--- config.mk ---
export PLATFORM = sky130hd
export DESIGN_NAME = acc_alu
export DESIGN_NICKNAME = d
export VERILOG_FILES = /design/src/rtl/acc_alu_pkg.sv /design/src/rtl/acc_alu_addsub.sv /design/src/rtl/acc_alu_logic.sv /design/src/rtl/acc_alu_flag_reg.sv /design/src/rtl/acc_alu.sv
export SDC_FILE = /design/constraint.sdc
export NUM_CORES = 1
export LEC_CHECK = 0
export BUFFER_PORTS_ARGS = -buffer_cell sky130_fd_sc_hd__buf_2
export CORE_MARGIN = 2
export CORE_UTILIZATION = 39
export DETAILED_ROUTE_END_ITERATION = 16
export PLACE_DENSITY = 0.58
export SYNTH_ARGS = -nofsm -noshare
export SYNTH_HDL_FRONTEND = slang
export SYNTH_SLANG_ARGS = --single-unit
--- constraint.sdc ---
create_clock -name clk_i -period 3.4 [get_ports clk_i]
set_clock_uncertainty 0.1 [all_clocks]
set_input_delay 0.51 -clock clk_i [delete_from_list [all_inputs] [get_ports clk_i]]
set_output_delay 0.51 -clock clk_i [all_outputs]
set_load 0.02 [all_outputs]
--- src/rtl/acc_alu_pkg.sv ---
`timescale 1ns/1ps
package acc_alu_pkg;
  localparam int OP_W = 4;

  typedef enum logic [OP_W-1:0] {
    OP_ADD = 4'd0,
    OP_SUB = 4'd1,
    OP_INC = 4'd2,
    OP_DEC = 4'd3,
    OP_AND = 4'd4,
    OP_OR  = 4'd5,
    OP_XOR = 4'd6,
    OP_CMP = 4'd7,
    OP_RLC = 4'd8
  } alu_op_e;

  typedef enum logic [1:0] {LG_AND = 2'd0, LG_OR = 2'd1, LG_XOR = 2'd2} logic_sel_e;

  // bit order matters: flags_o[4:0] = {s, z, ac, p, cy}
  typedef struct packed {
    logic s;
    logic z;
    logic ac;
    logic p;
    logic cy;
  } flags_t;

  localparam int FLAG_W = $bits(flags_t);
endpackage

--- src/rtl/acc_alu_addsub.sv ---
`timescale 1ns/1ps
module acc_alu_addsub #(
  parameter int DATA_W = 8,
  parameter int NIB_W  = 4
) (
  input  logic [DATA_W-1:0] a_i,
  input  logic [DATA_W-1:0] b_i,
  input  logic              sub_i,
  output logic [DATA_W-1:0] sum_o,
  output logic              cout_o,
  output logic              half_o
);
  logic [DATA_W-1:0] b_eff;
  logic [NIB_W:0]    lo_sum;
  logic [DATA_W:0]   full_sum;

  assign b_eff    = sub_i ? ~b_i : b_i;
  assign lo_sum   = {1'b0, a_i[NIB_W-1:0]} + {1'b0, b_eff[NIB_W-1:0]}
                  + {{NIB_W{1'b0}}, sub_i};
  assign full_sum = {1'b0, a_i} + {1'b0, b_eff} + {{DATA_W{1'b0}}, sub_i};

  assign sum_o  = full_sum[DATA_W-1:0];
  // subtract: report borrow, i.e. inverted two's-complement carry
  assign cout_o = full_sum[DATA_W] ^ sub_i;
  assign half_o = lo_sum[NIB_W] ^ sub_i;
endmodule

--- src/rtl/acc_alu_logic.sv ---
`timescale 1ns/1ps
module acc_alu_logic
  import acc_alu_pkg::*;
#(
  parameter int DATA_W = 8
) (
  input  logic [DATA_W-1:0] a_i,
  input  logic [DATA_W-1:0] b_i,
  input  logic_sel_e        sel_i,
  output logic [DATA_W-1:0] y_o
);
  always_comb begin
    unique case (sel_i)
      LG_OR:   y_o = a_i | b_i;
      LG_XOR:  y_o = a_i ^ b_i;
      default: y_o = a_i & b_i;
    endcase
  end
endmodule

--- src/rtl/acc_alu_flag_reg.sv ---
`timescale 1ns/1ps
module acc_alu_flag_reg
  import acc_alu_pkg::*;
(
  input  logic   clk_i,
  input  logic   rst_ni,
  input  logic   en_i,
  input  flags_t mask_i,
  input  flags_t next_i,
  output flags_t q_o
);
  flags_t q;

  always_ff @(posedge clk_i or negedge rst_ni) begin
    if (!rst_ni)   q <= '0;
    else if (en_i) q <= (q & ~mask_i) | (next_i & mask_i);
  end

  assign q_o = q;
endmodule

--- src/rtl/acc_alu.sv ---
`timescale 1ns/1ps
module acc_alu
  import acc_alu_pkg::*;
#(
  parameter int DATA_W = 8,
  parameter int NIB_W  = 4
) (
  input  logic              clk_i,
  input  logic              rst_ni,
  input  logic [OP_W-1:0]   op_i,
  input  logic [DATA_W-1:0] acc_i,
  input  logic [DATA_W-1:0] opnd_i,
  input  logic              flag_en_i,
  output logic [DATA_W-1:0] result_o,
  output logic              acc_we_o,
  output logic [FLAG_W-1:0] flags_o
);
  localparam logic [DATA_W-1:0] ONE = DATA_W'(1);
  localparam int MSB = DATA_W - 1;

  alu_op_e           op;
  logic [DATA_W-1:0] as_b, as_sum, lg_y;
  logic              as_sub, as_cout, as_half;
  logic_sel_e        lg_sel;
  logic [DATA_W-1:0] res;
  logic              we, cy_n, ac_n;
  flags_t            mask, nxt, cur;

  assign op = alu_op_e'(op_i);

  acc_alu_addsub #(.DATA_W(DATA_W), .NIB_W(NIB_W)) u_addsub (
    .a_i   (acc_i),
    .b_i   (as_b),
    .sub_i (as_sub),
    .sum_o (as_sum),
    .cout_o(as_cout),
    .half_o(as_half)
  );

  acc_alu_logic #(.DATA_W(DATA_W)) u_logic (
    .a_i  (acc_i),
    .b_i  (opnd_i),
    .sel_i(lg_sel),
    .y_o  (lg_y)
  );

  // operand steering for the shared adder
  always_comb begin
    as_b   = opnd_i;
    as_sub = 1'b0;
    lg_sel = LG_AND;
    unique case (op)
      OP_SUB, OP_CMP: as_sub = 1'b1;
      OP_INC:         as_b   = ONE;
      OP_DEC: begin
        as_b   = ONE;
        as_sub = 1'b1;
      end
      OP_OR:  lg_sel = LG_OR;
      OP_XOR: lg_sel = LG_XOR;
      default: ;
    endcase
  end

  // result, write enable, carry flags and per-op flag mask
  always_comb begin
    res  = acc_i;
    we   = 1'b0;
    cy_n = 1'b0;
    ac_n = 1'b0;
    mask = '0;
    unique case (op)
      OP_ADD, OP_SUB, OP_CMP: begin
        res  = as_sum;
        we   = (op != OP_CMP);
        cy_n = as_cout;
        ac_n = as_half;
        mask = '1;
      end
      OP_INC, OP_DEC: begin
        res     = as_sum;
        we      = 1'b1;
        ac_n    = as_half;
        mask    = '1;
        mask.cy = 1'b0;
      end
      OP_AND, OP_OR, OP_XOR: begin
        res  = lg_y;
        we   = 1'b1;
        ac_n = (op == OP_AND);
        mask = '1;
      end
      OP_RLC: begin
        res     = {acc_i[MSB-1:0], acc_i[MSB]};
        we      = 1'b1;
        cy_n    = acc_i[MSB];
        mask.cy = 1'b1;
      end
      default: ;
    endcase
  end

  always_comb begin
    nxt.s  = res[MSB];
    nxt.z  = (res == '0);
    nxt.ac = ac_n;
    nxt.p  = ~^res;
    nxt.cy = cy_n;
  end

  acc_alu_flag_reg u_flags (
    .clk_i (clk_i),
    .rst_ni(rst_ni),
    .en_i  (flag_en_i),
    .mask_i(mask),
    .next_i(nxt),
    .q_o   (cur)
  );

  assign result_o = res;
  assign acc_we_o = we;
  assign flags_o  = cur;
endmodule

==> impl_metrics.tcl <==
set metrics [dict create \
    synthArstFlopShare_pct 100 \
    firstDrtPassIters 4 \
    tritoncts "done" \
    avgSynthCellArea_sq_um 6.96 \
    clock_sinks 5 \
    r2r_cells 2 \
    r2r_slack_ps 2440 \
    drtIter0Drc 89 \
    mostFrequentLayoutCell "buf_4" \
    routed_wl_um 5360 \
    path_clk_slew_ps 40 \
    synth_edf_count 0 \
    numCtsBuffers 3 \
    crit_arrival_ps 2720 \
    yosysTopAreaCell "ha_1" \
    synth_top_area_share_pct 21.8 \
    crit_required_ps 2790 \
    dr_total_vias 1987 \
    fin_crit_sh_pct 98.0 \
    grt_usage_pct 20.2 \
    start_util_pct 40.7 \
    grt_max_degree 17 \
    outcome "finished clean" \
    critical_path_class "input pin to output port" \
    tightest_slew_ps 485 \
    total_power_uw 647 \
    synth_nets 311 \
    setup_viol 0 \
    ir_drop_mv 0.131 \
    layout_min_cycle_time_ps 3330 \
    globalRoute.totalOverflow 0 \
    drtAntennaViolNets 0 \
    fmax_ghz 0.300 \
    grt_pass1_vias 1814 \
    p_switching_uw 277 \
    grt_pass1_wl_um 8340 \
    yosysSeqAreaShare_pct 7.02 \
    gp_congestion 0.889 \
    worstPathCellList "buf_8 -> nand2b_4 -> and3_4 -> a21oi_1 -> o22a_2 -> ha_4 -> nand2_2 -> or3_4 -> o221a_4 -> xnor2_2 -> a21o_1 -> buf_2" \
    seq_power_share_pct 12.4 \
    synth_cell_types 49 \
    syn-cell-area_sq_um 1780 \
    drc 0 \
    worstSkewPairLatency_ps 220 \
    synth_cells 256 \
    portBuffers 36 \
    area_delta_synth_final_pct 39.3 \
    comb_power_share_pct 70.7 \
    synthTopCellsByArea "ha_1, a21oi_1, dfrtp_1, nand2_1, inv_1" \
    die_w_um 71.6 \
    cp_max_fo 9 \
    cts_buffer_depth 2 \
    setup_tns_ps 0 \
    final_cell_mix "buf_4, buf_2, ha_1" \
    antenna_cells 0 \
    post-route-util_pct 56.6 \
    die-area_sq_um 5130 \
    leakage_uw 0.00123 \
    clkPwrFrac_pct 17.0 \
    cpPeakStageDelay_ps 390 \
    core_sq_um 4380 \
    cts_root_buffer "clkbuf_8" \
    power_density_nw_per_um2 261 \
    startpoint_type "input pin" \
    drive_gt1_share_pct 34.0 \
    crit_slowest_cell "or3_4" \
    hold_ws_ps 375 \
    synth-main-ff-cell "dfrtp_1" \
    avgRoutedWirePerCell_um 14.4 \
    antenna_found_initial 0 \
    die_y_um 71.6 \
    dp_hpwl_um 4300 \
    maxCapViolations 0 \
    cts-htree-levels 1 \
    hold_violations 0 \
    worstHoldPathType "register to register" \
    rows 24 \
    yosys_warnings 0 \
    holdPathStages 2 \
    maxSlewViolCount 0 \
    vias_per_cell 5.33 \
    nNetsFinal 377 \
    io_pins 37 \
    synth-seq-cells 5 \
    swShare_pct 42.8 \
    end_kind "output port" \
    p_int_uw 371 \
    slew-limit-headroom_pct 67.4 \
]
==> worst max-delay path: cells and delay by family <==
family,cells,cell delay (ps)
and+or+nand+nor,4,820
buffers and inverters,2,260
AOI/OAI and AO/OA,4,700
adders and majority gates,1,290
xor gates and xnor gates,1,130
==> per-stage QoR <==
stage                     setup WS (ps)  instances  instance area (sq um)
after floorplan                    18.6        256                   1800
after global placement             -186        366                   2240
after detailed placement           -176        366                   2240
after CTS                         -2.04        372                   2330
after global routing              -11.2        373                   2480
final                              67.6        373                   2480
==> repair_timing <==
| item | in CTS | in global routing |
|---|---|---|
| buffers inserted | 1 | 2 |
| gates resized for setup | 7 | 34 |
| pin swaps | 1 | 14 |
| endpoints found under the hold margin | 5 | 0 |
| cloned | 0 | 0 |
| endpoints found under the setup margin | 3 | 5 |
| hold buffers | 1 | 0 |
==> power groups by stage <==
stage / logic (uW) / clock network [uW] / registers [uW]
after CTS: 424 / 112 / 80.3
after floorplan: 251 / 0 / 98.5
after detailed placement: 415 / 0 / 81.1
after global placement: 412 / 0 / 80.4
after global routing: 501 / 116 / 82.1
final: 457 / 110 / 80.2
==> layout make-up <==
| type | count | area, sq um |
|---|---|---|
| fillers | 424 | 1900 |
| multi-input cells | 210 | 1640 |
| repair buffers | 73 | 498 |
| flip-flops and latches | 5 | 125 |
| inverters | 29 | 109 |
| well taps | 52 | 65.1 |
| clock buffers | 4 | 45.0 |
==> metal layers <==
metal | global-route usage [%] | vias to the layer above | share of wire (%)
li1 | - | 1038 | -
met1 | 27.7 | 910 | 47
met2 | 35.9 | 37 | 50
met3 | 1.55 | 2 | 3.2
met4 | 2.10 | 0 | 0.49
met5 | 0 | - | 0
==> synth_stat cells, drive strengths merged, types with 5 or more instances <==
master / n
nor2: 14
a21oi: 25
ha: 31
nand2: 29
nand2b: 8
inv: 29
a21o: 8
and2: 5
o22a: 8
a22oi: 8
o21ai: 23
clkbuf: 10
dfrtp: 5
xnor2: 5
==> worst paths after layout <==
path	endpoint	start
max	result_o[5]	op_i[2]
min	register	register
max reg2reg	register	register
min reg2reg	register	register
max in group asynchronous	asynchronous set/reset pin	rst_ni
min in group asynchronous	asynchronous set/reset pin	rst_ni
==> cell families after synthesis <==
group	Yosys count	share of synthesized area (%)
buffers and inverters	41	9.12
and+or+nand+nor	73	20.0
xor gates and xnor gates	9	5.26
DFF	5	7.02
AOI/OAI and AO/OA	96	35.7
adders and majority gates	32	22.9
(Power assumes the default switching activity.)
